===== src/rtl/sdtm_pkg.sv =====
// Shared types and helpers for the SDRAM command timing checker.
// Assumes limits are positive integers in picoseconds.
package sdtm_pkg;

    typedef enum logic [2:0] {
        OP_NOP = 3'd0,
        OP_ACT = 3'd1,
        OP_RD  = 3'd2,
        OP_WR  = 3'd3,
        OP_PRE = 3'd4,
        OP_REF = 3'd5,
        OP_BST = 3'd6,
        OP_RSV = 3'd7
    } sdtm_op_e;

    typedef enum logic [3:0] {
        V_NONE     = 4'd0,
        V_ACT_OPEN = 4'd1,
        V_CLOSED   = 4'd2,
        V_REF_OPEN = 4'd3,
        V_RRD      = 4'd4,
        V_RCD      = 4'd5,
        V_RP       = 4'd6,
        V_RAS_MIN  = 4'd7,
        V_RAS_MAX  = 4'd8,
        V_RC       = 4'd9,
        V_RFC      = 4'd10,
        V_CDL      = 4'd11,
        V_RDL      = 4'd12,
        V_BDL      = 4'd13
    } sdtm_viol_e;

    localparam int NUM_CODES = 14;

    // Round a time up to whole clock cycles.
    function automatic int ps_to_cyc(input int t_ps, input int clk_ps);
        return (t_ps + clk_ps - 1) / clk_ps;
    endfunction

    function automatic int imax(input int a, input int b);
        return (a > b) ? a : b;
    endfunction

endpackage


===== src/rtl/sdtm_age.sv =====
// Saturating age counter: counts cycles since the last restart pulse.
// Reads 1 in the cycle after a restart; resets to all ones ("long ago").
module sdtm_age #(
    parameter int W = 8
) (
    input  logic         clk,
    input  logic         rst_n,
    input  logic         restart,
    output logic [W-1:0] age
);

    // Restart to 1, otherwise count up until saturated.
    always_ff @(posedge clk) begin
        if (!rst_n)              age <= '1;
        else if (restart)        age <= W'(1);
        else if (age != '1)      age <= age + 1'b1;
    end

endmodule


===== src/rtl/sdtm_bank.sv =====
// Per-bank state: row open flag, age since activate and since precharge,
// and a one-cycle overdue strobe when the row outlives its maximum time.
// Assumes W can hold RAS_MAX_CYC + 2 below saturation.
module sdtm_bank #(
    parameter int W           = 8,
    parameter int RAS_MAX_CYC = 100
) (
    input  logic         clk,
    input  logic         rst_n,
    input  logic         do_act,
    input  logic         do_pre,
    output logic         is_open,
    output logic [W-1:0] act_age,
    output logic [W-1:0] pre_age,
    output logic         overdue
);

    localparam logic [W-1:0] OVERDUE_AGE = W'(RAS_MAX_CYC + 1);

    // Row open flag: set by activate, cleared by precharge.
    always_ff @(posedge clk) begin
        if (!rst_n)      is_open <= 1'b0;
        else if (do_act) is_open <= 1'b1;
        else if (do_pre) is_open <= 1'b0;
    end

    sdtm_age #(.W(W)) u_act_age (
        .clk     (clk),
        .rst_n   (rst_n),
        .restart (do_act),
        .age     (act_age)
    );

    sdtm_age #(.W(W)) u_pre_age (
        .clk     (clk),
        .rst_n   (rst_n),
        .restart (do_pre),
        .age     (pre_age)
    );

    // Single strobe: the age passes this value exactly once per open row.
    always_comb overdue = is_open && (act_age == OVERDUE_AGE);

endmodule


===== src/rtl/sdtm_rules.sv =====
// Combinational rule evaluation for one command cycle.
// Flags every broken rule and returns the lowest-numbered code.
// Assumes cmd_bank indexes an existing bank.
module sdtm_rules
    import sdtm_pkg::*;
#(
    parameter int NB      = 4,
    parameter int BW      = 2,
    parameter int W       = 8,
    parameter int RRD_C   = 2,
    parameter int RCD_C   = 2,
    parameter int RP_C    = 2,
    parameter int RAS_C   = 4,
    parameter int RC_C    = 6,
    parameter int RFC_C   = 6,
    parameter int CDL_C   = 1,
    parameter int RDL_C   = 2,
    parameter int BDL_C   = 1
) (
    input  logic                  cmd_valid,
    input  logic [2:0]            cmd_op,
    input  logic [BW-1:0]         cmd_bank,
    input  logic                  wr_last_beat,
    input  logic [NB-1:0]         bank_open,
    input  logic [NB-1:0][W-1:0]  act_age,
    input  logic [NB-1:0][W-1:0]  pre_age,
    input  logic [NB-1:0]         bank_overdue,
    input  logic [W-1:0]          any_act_age,
    input  logic [W-1:0]          ref_age,
    input  logic [W-1:0]          wr_age,
    output logic [3:0]            code
);

    logic [NUM_CODES-1:1] fl;
    logic [W-1:0]         wr_eff;
    logic                 sel_open;
    logic [W-1:0]         sel_act;
    logic [W-1:0]         sel_pre;
    logic                 pre_short_any;
    logic                 is_cmd;

    // Select the addressed bank and fold the same-cycle write beat in.
    always_comb begin
        wr_eff   = wr_last_beat ? '0 : wr_age;
        sel_open = bank_open[cmd_bank];
        sel_act  = act_age[cmd_bank];
        sel_pre  = pre_age[cmd_bank];
        is_cmd   = cmd_valid && (cmd_op != OP_NOP) && (cmd_op != OP_RSV);
    end

    // Any bank still inside its precharge window.
    always_comb begin
        pre_short_any = 1'b0;
        for (int i = 0; i < NB; i++)
            if (pre_age[i] < W'(RP_C)) pre_short_any = 1'b1;
    end

    // Raise one flag per broken rule for the command in this cycle.
    always_comb begin
        fl = '0;
        fl[V_RAS_MAX] = |bank_overdue;
        if (is_cmd && ref_age < W'(RFC_C)) fl[V_RFC] = 1'b1;
        if (cmd_valid) begin
            unique case (cmd_op)
                OP_ACT: begin
                    fl[V_ACT_OPEN] = sel_open;
                    fl[V_RRD]      = any_act_age < W'(RRD_C);
                    fl[V_RP]       = sel_pre < W'(RP_C);
                    fl[V_RC]       = sel_act < W'(RC_C);
                end
                OP_RD, OP_WR: begin
                    fl[V_CLOSED] = !sel_open;
                    fl[V_RCD]    = sel_act < W'(RCD_C);
                    fl[V_CDL]    = wr_eff < W'(CDL_C);
                end
                OP_PRE: begin
                    fl[V_CLOSED]  = !sel_open;
                    fl[V_RAS_MIN] = sel_act < W'(RAS_C);
                    fl[V_RDL]     = wr_eff < W'(RDL_C);
                end
                OP_REF: begin
                    fl[V_REF_OPEN] = |bank_open;
                    fl[V_RP]       = pre_short_any;
                end
                OP_BST: fl[V_BDL] = wr_eff < W'(BDL_C);
                default: ;
            endcase
        end
    end

    // Priority pick: the lowest set code wins.
    always_comb begin
        code = V_NONE;
        for (int i = NUM_CODES - 1; i >= 1; i--)
            if (fl[i]) code = 4'(i);
    end

endmodule


===== src/rtl/sdtm_mon.sv =====
// SDRAM command timing checker, top level.
// Converts picosecond limits to cycles, tracks bank state and ages,
// registers a one-cycle violation report and latches the first failure.
// Assumes NUM_BANKS is a power of two and at least 2.
module sdtm_mon
    import sdtm_pkg::*;
#(
    parameter int NUM_BANKS    = 4,
    parameter int TS_W         = 32,
    parameter int CLK_PS       = 10000,
    parameter int T_RRD_PS     = 12000,
    parameter int T_RCD_PS     = 18000,
    parameter int T_RP_PS      = 18000,
    parameter int T_RAS_PS     = 40000,
    parameter int T_RAS_MAX_PS = 100_000_000,
    parameter int T_RC_PS      = 58000,
    parameter int T_RFC_PS     = 60000,
    parameter int CDL_CYC      = 1,
    parameter int RDL_CYC      = 2,
    parameter int BDL_CYC      = 1,
    localparam int BW          = $clog2(NUM_BANKS)
) (
    input  logic            clk,
    input  logic            rst_n,
    input  logic            cmd_valid,
    input  logic [2:0]      cmd_op,
    input  logic [BW-1:0]   cmd_bank,
    input  logic            wr_last_beat,
    output logic            viol_o,
    output logic [3:0]      viol_code_o,
    output logic            first_valid_o,
    output logic [3:0]      first_code_o,
    output logic [TS_W-1:0] first_cycle_o
);

    localparam int RRD_C   = ps_to_cyc(T_RRD_PS, CLK_PS);
    localparam int RCD_C   = ps_to_cyc(T_RCD_PS, CLK_PS);
    localparam int RP_C    = ps_to_cyc(T_RP_PS, CLK_PS);
    localparam int RAS_C   = ps_to_cyc(T_RAS_PS, CLK_PS);
    localparam int RASX_C  = ps_to_cyc(T_RAS_MAX_PS, CLK_PS);
    localparam int RC_C    = ps_to_cyc(T_RC_PS, CLK_PS);
    localparam int RFC_C   = ps_to_cyc(T_RFC_PS, CLK_PS);
    localparam int MAX_C   = imax(imax(RASX_C, imax(RC_C, RFC_C)),
                                  imax(RDL_CYC, imax(CDL_CYC, BDL_CYC)));
    localparam int W       = $clog2(MAX_C + 3);

    logic [NUM_BANKS-1:0]         act_hit;
    logic [NUM_BANKS-1:0]         pre_hit;
    logic [NUM_BANKS-1:0]         bank_open;
    logic [NUM_BANKS-1:0]         bank_overdue;
    logic [NUM_BANKS-1:0][W-1:0]  act_age;
    logic [NUM_BANKS-1:0][W-1:0]  pre_age;
    logic [W-1:0]                 any_act_age;
    logic [W-1:0]                 ref_age;
    logic [W-1:0]                 wr_age;
    logic [3:0]                   code_n;
    logic [TS_W-1:0]              cyc;
    logic                         is_act;
    logic                         is_ref;

    // Decode the command kinds that restart the global age counters.
    always_comb begin
        is_act = cmd_valid && (cmd_op == OP_ACT);
        is_ref = cmd_valid && (cmd_op == OP_REF);
    end

    for (genvar g = 0; g < NUM_BANKS; g++) begin : g_bank
        assign act_hit[g] = is_act && (cmd_bank == BW'(g));
        assign pre_hit[g] = cmd_valid && (cmd_op == OP_PRE) && (cmd_bank == BW'(g));

        sdtm_bank #(.W(W), .RAS_MAX_CYC(RASX_C)) u_bank (
            .clk     (clk),
            .rst_n   (rst_n),
            .do_act  (act_hit[g]),
            .do_pre  (pre_hit[g]),
            .is_open (bank_open[g]),
            .act_age (act_age[g]),
            .pre_age (pre_age[g]),
            .overdue (bank_overdue[g])
        );
    end

    sdtm_age #(.W(W)) u_any_act (
        .clk(clk), .rst_n(rst_n), .restart(is_act), .age(any_act_age)
    );

    sdtm_age #(.W(W)) u_ref (
        .clk(clk), .rst_n(rst_n), .restart(is_ref), .age(ref_age)
    );

    sdtm_age #(.W(W)) u_wr (
        .clk(clk), .rst_n(rst_n), .restart(wr_last_beat), .age(wr_age)
    );

    sdtm_rules #(
        .NB(NUM_BANKS), .BW(BW), .W(W),
        .RRD_C(RRD_C), .RCD_C(RCD_C), .RP_C(RP_C), .RAS_C(RAS_C),
        .RC_C(RC_C), .RFC_C(RFC_C),
        .CDL_C(CDL_CYC), .RDL_C(RDL_CYC), .BDL_C(BDL_CYC)
    ) u_rules (
        .cmd_valid    (cmd_valid),
        .cmd_op       (cmd_op),
        .cmd_bank     (cmd_bank),
        .wr_last_beat (wr_last_beat),
        .bank_open    (bank_open),
        .act_age      (act_age),
        .pre_age      (pre_age),
        .bank_overdue (bank_overdue),
        .any_act_age  (any_act_age),
        .ref_age      (ref_age),
        .wr_age       (wr_age),
        .code         (code_n)
    );

    // Free-running cycle number used to stamp the first failure.
    always_ff @(posedge clk) begin
        if (!rst_n) cyc <= '0;
        else        cyc <= cyc + 1'b1;
    end

    // One-cycle violation report.
    always_ff @(posedge clk) begin
        if (!rst_n) begin
            viol_o      <= 1'b0;
            viol_code_o <= V_NONE;
        end else begin
            viol_o      <= (code_n != V_NONE);
            viol_code_o <= code_n;
        end
    end

    // Sticky record of the first violation since reset.
    always_ff @(posedge clk) begin
        if (!rst_n) begin
            first_valid_o <= 1'b0;
            first_code_o  <= V_NONE;
            first_cycle_o <= '0;
        end else if (!first_valid_o && code_n != V_NONE) begin
            first_valid_o <= 1'b1;
            first_code_o  <= code_n;
            first_cycle_o <= cyc;
        end
    end

endmodule


===== config.mk =====
export PLATFORM = sky130hd
export DESIGN_NAME = sdtm_mon
export DESIGN_NICKNAME = d
export VERILOG_FILES = /design/src/rtl/sdtm_pkg.sv /design/src/rtl/sdtm_age.sv /design/src/rtl/sdtm_bank.sv /design/src/rtl/sdtm_rules.sv /design/src/rtl/sdtm_mon.sv
export SDC_FILE = /design/constraint.sdc
export NUM_CORES = 1
export LEC_CHECK = 0
export BUFFER_PORTS_ARGS = -buffer_cell sky130_fd_sc_hd__buf_4
export CORE_MARGIN = 2
export CORE_UTILIZATION = 25
export DETAILED_ROUTE_END_ITERATION = 12
export SYNTH_ARGS = -nofsm -noshare
export SYNTH_HDL_FRONTEND = slang
export SYNTH_HIERARCHICAL = 1
export SYNTH_SLANG_ARGS = --single-unit
export TNS_END_PERCENT = 50

===== constraint.sdc =====
create_clock -name clk -period 4 [get_ports clk]
set_input_delay 0.6 -clock clk [delete_from_list [all_inputs] [get_ports clk]]
set_output_delay 0.6 -clock clk [all_outputs]
set_load 0.01 [all_outputs]

==> summary.md, run 1 <==
| Metric | Value |
|---|---|
| DRT antenna net count | `0` |
| Maxcap violations | `0` |
| Max VDD drop | `0.3480 mV` |
| GP Congestion | `0.8574` |
| Final min period | `3.068 ns` |
| Avg Inst Size Synth | `8.348 sq um` |
| Worst Setup Slack, final | `0.9322 ns` |
| Filler Cell Count | `5210` |
| Critical-path cell list | `nor4_1 -> nand4_1 -> a41oi_1 -> a221oi_2 -> and2b_1 -> nor2b_2 -> nor3b_2 -> nor4_1 -> buf_4 -> or2_1 -> buf_12 -> nand2_1 -> a21oi_1` |
| Largest net degree at the start of global routing | `71` |
| CP arrival | `3.53 ns` |
| Cells after Synth | `1490` |
| Clock sinks | `232` |
| Antenna Cells | `0` |
| Iter 0 DRT Violations | `765` |
| Die ar. | `51550 sq um` |
| Final-stage net count | `1545` |
| Fin. Hold Viols | `0` |
| Global route overflow | `0` |
| CTS hold repair buffers | `0` |
| Status | `complete, no violations` |
| Residual DRC count | `0` |
| Die Wd | `227.1 microns` |
| Post-CTS setup buffers | `0` |
| Detailed placer's ending HPWL | `21200 microns` |
| Critical path's most frequent cell | `nor4_1` |
| Synth Area in Compound Gates | `15.24%` |
| Count of input and output buffers | `50` |
| Xor-xnor portion of the synthesized cell area | `3.028%` |
| Root buffer cell | `clkbuf_16` |
| P&R area growth vs syn | `15.57%` |
| Buf/Inv on CP | `2` |
| Final Setup Violations | `0` |
| Startpoint types | `flop` |
| CP delay by family, top | `simple AND/OR/NAND/NOR gates` |
| Comb power frac | `42.0%` |
| Crit path largest cell delay | `0.38 ns` |
| Drt total wl | `31120 microns` |
| Most area-hungry cell type in the Yosys netlist | `dfxtp_1` |
| CTS tree | `done` |
| Cts bufs inserted | `26` |
| FF+latch count, synth | `232` |
| Power, Total | `11.30 mW` |
| Adder-Cell Fraction of Synth Area | `1.207%` |
| Worst Path Required | `4.46 ns` |
| Synth top area share | `37.34%` |
| Vias in the first global route | `10371` |
| Initial antenna violation count | `2` |
| Max Fclk | `326.0 MHz` |
| Clock share of power | `22.9%` |
| Ys async rst share | `0%` |
| Die H | `227.1 microns` |
| Sw Pwr | `4.710 mW` |
| Nature of the critical path endpoint | `flop` |
| Final period utilization | `76.70%` |
| Area of the mapped netlist | `12440 sq um` |
| Mapped Nets | `1511` |
| DR WL/cell | `14.10 microns` |
| Seq/Total Area, Yosys | `37.34%` |
| CTS clk-pin slew, worst paths | `0.06 ns` |
| Switch share | `41.68%` |
| Vias | `11467` |
| P_int | `6.591 mW` |
| Class of the worst hold path | `in -> reg` |
| Clock Skew | `0.01567 ns` |
| Ys flop type | `dfxtp_1` |
| Static Leakage | `5.461 nW` |
| First-pass GRT wire length | `51230 microns` |
| Critical path type | `reg -> reg` |
| Row Count | `81` |
| Pwr Density | `786.2 nW/um^2` |
| Largest family of logic cells by synthesized area | `simple AND/OR/NAND/NOR gates` |
| Number of vias per cell | `5.196` |
| Core ar. | `49050 sq um` |
| Relative slew slack | `27.06%` |
| Reg power frac | `35.2%` |
| Ports | `51` |
| RSZ-0062 raised after global routing | `no` |
| Synth warnings | `6` |
| Drt first pass iters | `7` |
| Slew Limit Fails | `0` |
| Unique masters post-synth | `64` |
| DP Worst Slack | `0.7052 ns` |
| Tot GR Track Use | `11.62%` |
| Clk_lat worst skew | `0.55 ns` |
| Post-synth EDFFs | `0` |
| Worst-path maximum fanout | `36` |
| Initial core utilization | `25.36%` |
| Layout cells sized above 1 | `11.41%` |
| Post-synthesis mux area share | `2.776%` |
| PostCTS Resize Cnt | `0` |
| Main area contributors after synthesis | `dfxtp_1 (37%), nand2_1 (4.9%), nand3_1 (4.9%), nor2_1 (4.7%), nand4_1 (3.0%)` |
| Hold Slack | `0.3818 ns` |
| Fraction of the mapped netlist area in simple logic gates | `36.25%` |
| Highest-delay cell along the critical path | `dfxtp_1` |
| Clock Tree Buf Depth | `3` |
| # H-tree levels | `1` |
| Slew @ Worst Pin | `1.093 ns` |
| Setup TNS | `0 ns` |
-- through the flow --
step	instances	util, %	instance area [sq um]
after floorplan	1490	-	12440
after global placement	2160	27.41	13440
after detailed placement	2160	27.41	13440
after CTS	2207	29.31	14380
after global routing	2207	29.31	14380
final	2207	29.31	14380
-- layout make-up --
cell class                 count  area (sq um)  area share (%)
timing repair buffer          63         485.5           3.377
multi-input combinational   1147          7279           50.64
clock inverter                11         173.9           1.210
tap                          664         830.8           5.779
sequential                   232          4644           32.31
inverter                      54         202.7           1.410
clock buffer                  36         758.2           5.275
-- registers in the layout (all words and copies together) (netlist names) --
signal	cells
u_wr/age	14
viol_o	1
cyc	32
first_cycle_o	32
viol_code_o	4
first_code_o	4
u_any_act/age	14
g_bank.u_bank/u_pre_age/age	56
g_bank.u_bank/u_act_age/age	56
first_valid_o	1
g_bank.u_bank/is_open	4
u_ref/age	14
-- cell usage after synthesis, types with 35 or more instances --
cell type	number
a21oi_1	67
and3_1	46
clkbuf_1	41
dfxtp_1	232
inv_1	54
nand2_1	164
nand3_1	123
nand4_1	60
nor2_1	155
nor4_1	58
o21ai_0	36
o31ai_1	36
or4_1	35
-- power by group through the flow --
stage	clock network (mW)	registers (mW)	logic (mW)
finish	2.58	3.98	4.74
floorplan	0	3.74	4.01
detailed placement	0	4.00	4.68
global route	2.75	4.11	5.30
global placement	0	3.98	4.59
CTS	2.66	3.96	4.70
-- routing by layer --
metal / track usage [%] / wire [microns] / vias to the layer above / part of all wire (%)
li1: - / - / 5751 / -
met1: 16.07 / 15350 / 5476 / 49
met2: 18.87 / 13960 / 197 / 45
met3: 2.284 / 1326 / 39 / 4.3
met4: 2.129 / 447 / 4 / 1.4
met5: 0 / 31 / - / 0.10
-- cell families (layout without fill, tap and decap cells) --
logic type / Yosys count / count (layout)
multiplexers: 30 / 30
flip-flops: 232 / 232
XOR/XNOR: 43 / 43
AO/OA/AOI/OAI: 269 / 269
AND/OR/NAND/NOR: 793 / 793
adder cells (fa/ha/maj): 12 / 12
buffers and inverters: 111 / 164
-- cell usage in the layout, fill, tap and decap left out, types with 13 or more instances in the layout --
| cell | n |
|---|---|
| a21oi_1 | 67 |
| and3_1 | 46 |
| buf_4 | 62 |
| clkbuf_16 | 26 |
| dfxtp_1 | 232 |
| inv_1 | 53 |
| mux2i_1 | 27 |
| nand2_1 | 164 |
| nand3_1 | 123 |
| nand3b_1 | 14 |
| nand4_1 | 60 |
| nor2_1 | 154 |
| nor3_1 | 25 |
| nor4_1 | 58 |
| o211ai_1 | 22 |
| o21ai_0 | 36 |
| o311ai_0 | 33 |
| o31ai_1 | 36 |
| or4_1 | 35 |
| xnor2_1 | 30 |
| xor2_1 | 13 |
-- path summary, 6_finish.rpt --
check,start,endpoint,slack (ns),cells past startpoint
hold reg to reg,first_cycle_o[0],first_cycle_o[0],0.46,2
setup / recovery,g_bank[3].u_bank/u_pre_age/age[6],first_cycle_o[13],0.93,13
setup reg to reg,g_bank[3].u_bank/u_pre_age/age[6],first_cycle_o[13],0.93,13
hold / removal,wr_last_beat,u_wr/age[13],0.38,2
Power figures use the tool's default switching activity.
==> run 2: changes to the inputs <==
- clock period: 4 -> 2.7 ns (I/O delays scaled with it)
==> run 2 against run 1 <==
- the flow now finishes with violations (setup timing)
- utilization up 4.1 points
- combinational power rose by 100%
- non-clock buffer count is 191 higher
- worst setup slack got worse by 1.1 ns
- hold slack got worse by 0.24 ns
- sequential share of layout area decreased by 3.9 points
- final cell count is 8.9% higher
- first-iteration DRC count rose by 42%
- count of clock-buffer cells in the layout rose by 2
- critical path type unchanged
- highest routed layer unchanged
==> summary.md, run 2 (synthesis results as in run 1) <==
| Metric | Value |
|---|---|
| Global route overflow | `0` |
| Worst Path Required | `3.19 ns` |
| Layout Utilization | `33.40%` |
| Pwr Density | `1141 nW/um^2` |
| Ports | `51` |
| Most frequent cells in the layout | `buf_4 (242), dfxtp_1 (223), nand2_1 (160), nor2_1 (152), nand3_1 (121)` |
| Initial antenna violation count | `2` |
| DRT antenna net count | `0` |
| Critical path type | `reg -> reg` |
| Tot GR Track Use | `13.05%` |
| Max VDD drop | `0.5868 mV` |
| Residual DRC count | `0` |
| Die Wd | `227.1 microns` |
| Maxcap violations | `0` |
| Startpoint types | `flop` |
| Vias | `12358` |
| DP Worst Slack | `-0.7119 ns` |
| Drt first pass iters | `6` |
| Final period utilization | `107.5%` |
| Worst-path maximum fanout | `9` |
| Max Fclk | `344.5 MHz` |
| Detailed placer's ending HPWL | `23460 microns` |
| Cts bufs inserted | `28` |
| Vias in the first global route | `11613` |
| Highest-delay cell along the critical path | `or4bb_4` |
| Final Setup Violations | `36` |
| Critical-path cell list | `or4bb_4 -> nor4_4 -> nor4_4 -> nor2b_4 -> a21oi_2 -> o21ai_2 -> nor4_4 -> buf_4 -> or2_4 -> clkbuf_16 -> nand2_1 -> a21oi_1` |
| Status | `complete, but fails checks` |
| CTS tree | `done` |
| Worst Setup Slack, final | `-0.2027 ns` |
| Clock Tree Buf Depth | `3` |
| Clock Skew | `0.02536 ns` |
| Hold Slack | `0.1439 ns` |
| Setup TNS | `-5.700 ns` |
| Fin. Hold Viols | `0` |
| Relative slew slack | `21.06%` |
| GP Congestion | `0.8588` |
| Multi-input gate area | `7631 sq um` |
| Die H | `227.1 microns` |
| Slew @ Worst Pin | `1.184 ns` |
| Die ar. | `51550 sq um` |
| Clk_lat worst skew | `0.58 ns` |
| DR WL/cell | `14.49 microns` |
| CTS hold repair buffers | `0` |
| Class of the worst hold path | `in -> reg` |
| Crit path largest cell delay | `0.56 ns` |
| Clock sinks | `232` |
| Final-stage net count | `1739` |
| Critical path's most frequent cell | `nor4_4` |
| Drt total wl | `34820 microns` |
| Commonest non-fill, non-tap cell in the layout | `buf_4` |
| # H-tree levels | `1` |
| Static Leakage | `6.618 nW` |
| P&R area growth vs syn | `31.74%` |
| Placed cells | `2336` |
| Core ar. | `49050 sq um` |
| Failing checks | `setup timing` |
| Slew Limit Fails | `0` |
| Layout cells sized above 1 | `24.44%` |
| CP arrival | `3.40 ns` |
| FF/Latch Area | `4656 sq um` |
| RSZ-0062 raised after global routing | `yes` |
| Largest net degree at the start of global routing | `87` |
| Filler Cell Count | `5152` |
| Number of vias per cell | `5.143` |
| CTS clk-pin slew, worst paths | `0.06 ns` |
| Initial core utilization | `25.36%` |
| First-pass GRT wire length | `57160 microns` |
| Top Registers | `g_bank.u_bank/u_act_age/age x56, g_bank.u_bank/u_pre_age/age x56` |
| Iter 0 DRT Violations | `1085` |
| Root buffer cell | `clkbuf_16` |
| Final min period | `2.903 ns` |
| Nature of the critical path endpoint | `flop` |
| Row Count | `81` |
| Count of input and output buffers | `50` |
| Antenna Cells | `0` |
| Non-filler cells, final | `2403` |
-- run 2: changes by cell type in the layout (fill, tap and decap cells not counted), sizes merged, moves of 3 or more --
| cell | before | now |
|---|---|---|
| buf | 63 | 252 |
| clkinvlp | 3 | 0 |
| clkbuf | 36 | 40 |
| clkinv | 4 | 7 |
-- run 2: layout make-up --
type | instances | share of cell area, %
clock buffers | 38 | 4.994
multi-input cells | 1148 | 46.57
inverters | 54 | 1.237
well taps | 664 | 5.070
repair buffers | 254 | 12.34
clock inverters | 13 | 1.374
flip-flops and latches | 232 | 28.41
-- run 2: worst paths after layout --
check                                                        from                                end  slack, ns  cells after the start
worst max-delay path            g_bank[2].u_bank/u_act_age/age[5]                   first_cycle_o[2]      -0.20                     12
worst min-delay path                                        rst_n  g_bank[3].u_bank/u_pre_age/age[9]       0.14                      2
worst max register to register  g_bank[2].u_bank/u_act_age/age[5]                   first_cycle_o[2]      -0.20                     12
worst min register to register                  first_cycle_o[21]                  first_cycle_o[21]       0.45                      2
-- run 2: power by group --
group	total [mW]	internal, mW	leakage, nW	switching, mW
Clock	4.18	2.61	0.517	1.57
Combinational	9.47	4.17	4.20	5.30
Sequential	5.04	4.39	1.90	0.646
Total	18.7	11.2	6.62	7.52
-- run 2: critical path, delay by kind of cell (launching register included) --
kind / cells / cell delay [ns]
AO/OA/AOI/OAI: 3 / 0.43
buffers and inverters: 2 / 0.35
flip-flops: 1 / 0.32
AND/OR/NAND/NOR: 7 / 1.74
-- run 2: through the flow --
stage / power, mW / cell area (sq um)
after CTS: 18.56 / 16100
final: 18.69 / 16390
after detailed placement: 14.18 / 14800
after floorplan: 11.49 / 12450
after global placement: 14.00 / 14800
after global routing: 20.08 / 16390
-- run 2: repair_timing --
item	in CTS	in global routing
pin swaps	17	24
setup buffers	5	6
resized for setup	37	39
endpoints found under the setup margin	36	38
cloned	2	3
-- run 2: layer usage --
layer | global-route usage, % | up-vias | part of all wire, %
met5 | 0 | - | 0.080
met4 | 2.952 | 4 | 1.7
met3 | 2.091 | 52 | 4.1
met2 | 21.84 | 245 | 47
met1 | 17.60 | 5938 | 47
li1 | - | 6119 | -
==> run 3: changes to the inputs <==
- PLACE_DENSITY: not set -> 0.37
- SYNTH_HIERARCHICAL: 1 -> not set
- clock period: 2.7 -> 3.5 ns (I/O delays scaled with it)
==> run 3 against run 2 <==
- critical endpoint is now first_cycle_o[26]
- die area down 13%
- power shrank 44%
- highest routed layer is now met4
- utilization down 3.6 points
- hold slack better by 0.16 ns
- largest power group is now registers
- clock power down 26%
- maximum frequency down 2.3%
- first-iteration DRC count shrank 67%
- the run now ends clean
==> summary.md, run 3 <==
| Metric | Value |
|---|---|
| Core ar. | `42890 sq um` |
| Clock sinks | `232` |
| Detailed placer's ending HPWL | `17950 microns` |
| Ports | `51` |
| CTS hold repair buffers | `0` |
| Die Wd | `212.2 microns` |
| Row Count | `76` |
| Area of the mapped netlist | `10830 sq um` |
| Residual DRC count | `0` |
| Iter 0 DRT Violations | `354` |
| CTS clk-pin slew, worst paths | `0.06 ns` |
| Number of vias per cell | `4.622` |
| Commonest cells post-synth | `dfxtp_1 (232), o21ai_0 (163), nand2_1 (161)` |
| Main area contributors after synthesis | `dfxtp_1 (43%), xor2_1 (7.6%), o21ai_0 (7.5%), nand2_1 (5.6%), mux2i_1 (3.7%)` |
| Initial core utilization | `25.26%` |
| Most common cell in the netlist | `dfxtp_1` |
| Fin. Hold Viols | `0` |
| DRT antenna net count | `0` |
| Reg2reg path depth | `12` |
| Max VDD drop | `0.3812 mV` |
| Clock Tree Buf Depth | `3` |
| Final Setup Violations | `0` |
| Die H | `212.2 microns` |
| Layout cells sized above 1 | `9.607%` |
| Filler Cell Count | `4580` |
| PostCTS Resize Cnt | `0` |
| GP Congestion | `0.7381` |
| Synth top area share | `42.87%` |
| Final period utilization | `84.92%` |
| Count of input and output buffers | `50` |
| Die ar. | `45020 sq um` |
| Maxcap violations | `0` |
| Relative slew slack | `43.72%` |
| FF/Latch Area | `4644 sq um` |
| Unique masters post-synth | `62` |
| Initial antenna violation count | `0` |
| Multi-input gate area | `5843 sq um` |
| Hold Path Cell Cnt | `2` |
| Global route overflow | `0` |
| Most area-hungry cell type in the Yosys netlist | `dfxtp_1` |
| Pwr Density | `815.6 nW/um^2` |
| Critical path type | `reg -> reg` |
| Post-CTS setup buffers | `0` |
| Largest net degree at the start of global routing | `133` |
| First-pass GRT wire length | `45310 microns` |
| Max Fclk | `336.4 MHz` |
| Tot GR Track Use | `12.14%` |
| Drt total wl | `26870 microns` |
| CP arrival | `3.40 ns` |
| Status | `complete, no violations` |
| # H-tree levels | `1` |
| Cts bufs inserted | `29` |
| Vias in the first global route | `8639` |
| Setup TNS | `0 ns` |
| Final min period | `2.972 ns` |
| Clock Skew | `0.008483 ns` |
| Class of the worst hold path | `in -> reg` |
| Worst-path maximum fanout | `35` |
| Clk_lat worst skew | `0.55 ns` |
| Power, Total | `10.44 mW` |
| Most frequent cells in the layout | `dfxtp_1 (232), o21ai_0 (163), nand2_1 (161), xor2_1 (94), nor2_1 (90)` |
| Antenna Cells | `0` |
| Worst Path Required | `3.92 ns` |
| Slew @ Worst Pin | `0.8441 ns` |
| Slew Limit Fails | `0` |
| Static Leakage | `4.783 nW` |
| Synth warnings | `0` |
| Final-stage net count | `1326` |
| Startpoint types | `flop` |
| Drt first pass iters | `5` |
| Root buffer cell | `clkbuf_16` |
| Cells after Synth | `1264` |
| Nature of the critical path endpoint | `flop` |
| RSZ-0062 raised after global routing | `no` |
| DR WL/cell | `14.09 microns` |
| CTS tree | `done` |
| Commonest non-fill, non-tap cell in the layout | `dfxtp_1` |
| Vias | `8815` |
| FF+latch count, synth | `232` |
| Ys async rst share | `0%` |
| P&R area growth vs syn | `18.13%` |
| Ys flop type | `dfxtp_1` |
| Mapped Nets | `1289` |
| Avg Inst Size Synth | `8.571 sq um` |
| Post-synth EDFFs | `0` |
| Seq/Total Area, Yosys | `42.87%` |
| Top Registers | `g_bank.u_bank.u_act_age.age x56, g_bank.u_bank.u_pre_age.age x56` |
run 3: changes by cell type after synthesis, moves of 26 or more:
cell | previous run | this run
nor2_1 | 155 | 90
nor4_1 | 58 | 22
xor2_1 | 13 | 94
a21oi_1 | 67 | 19
nand3_1 | 123 | 71
o311ai_0 | 33 | 0
inv_1 | 54 | 20
o21ai_0 | 36 | 163
o31ai_1 | 36 | 10
run 3: kinds of logic after synthesis:
| kind of cell | count (synthesis) | share of synthesized area, % |
|---|---|---|
| mux | 46 | 4.735 |
| xor+xnor | 131 | 10.59 |
| buf+inv | 78 | 3.280 |
| flops | 232 | 42.87 |
| compound gates | 227 | 11.72 |
| simple gates | 534 | 24.96 |
| fa+ha+maj | 16 | 1.848 |
run 3: stage by stage:
step / hold WS, ns / cells / cell area (sq um) / setup slack [ns] / utilization (%)
after floorplan: 0.4258 / 1264 / 10830 / 0.6998 / -
after global placement: 0.4426 / 1855 / 11800 / 0.5630 / 27.52
after detailed placement: 0.4483 / 1855 / 11800 / 0.4737 / 27.52
after CTS: 0.2692 / 1907 / 12800 / 0.5195 / 29.84
after global routing: 0.2874 / 1907 / 12800 / 0.2690 / 29.84
final: 0.3065 / 1907 / 12800 / 0.5278 / 29.84
run 3: cell type report:
class                      count  area share (%)
clock buffer                  42           6.599
multi-input combinational    954           45.65
clock inverter                10           1.173
tap                          585           5.719
timing repair buffer          64           3.979
sequential                   232           36.29
inverter                      20          0.5866
run 3: worst paths after layout:
path	to	startpoint	slack (ns)
worst max register to register	first_cycle_o[26]	g_bank[1].u_bank.u_act_age.age[1]	0.53
worst min-delay path	u_wr.age[2]	wr_last_beat	0.31
worst max-delay path	first_cycle_o[26]	g_bank[1].u_bank.u_act_age.age[1]	0.53
worst min register to register	first_cycle_o[31]	first_cycle_o[31]	0.45
run 3: power breakdown:
part	internal (mW)	total (mW)	leakage [nW]	switching (mW)
Clock	1.95	3.11	0.495	1.16
Combinational	1.49	3.29	2.38	1.80
Sequential	3.29	4.04	1.91	0.748
run 3: layer usage:
layer	share of wire [%]	global-route usage (%)	vias up
met1	52	17.01	4113
met5	0	0	-
met2	43	19.28	99
met4	1.8	3.084	0
li1	-	-	4563
met3	3.7	2.053	40
run 3: worst max-delay path, cell delays in order (launching register included):
cell and delay [ns]:
dfxtp_1 0.46, inv_1 0.08, ha_1 0.18, nand4_1 0.08
or3_1 0.10, nor3_1 0.07, or4_1 0.56, a311oi_1 0.41
nand2b_1 0.14, o21ai_2 0.25, a31oi_4 0.14, buf_12 0.21
mux2i_1 0.15
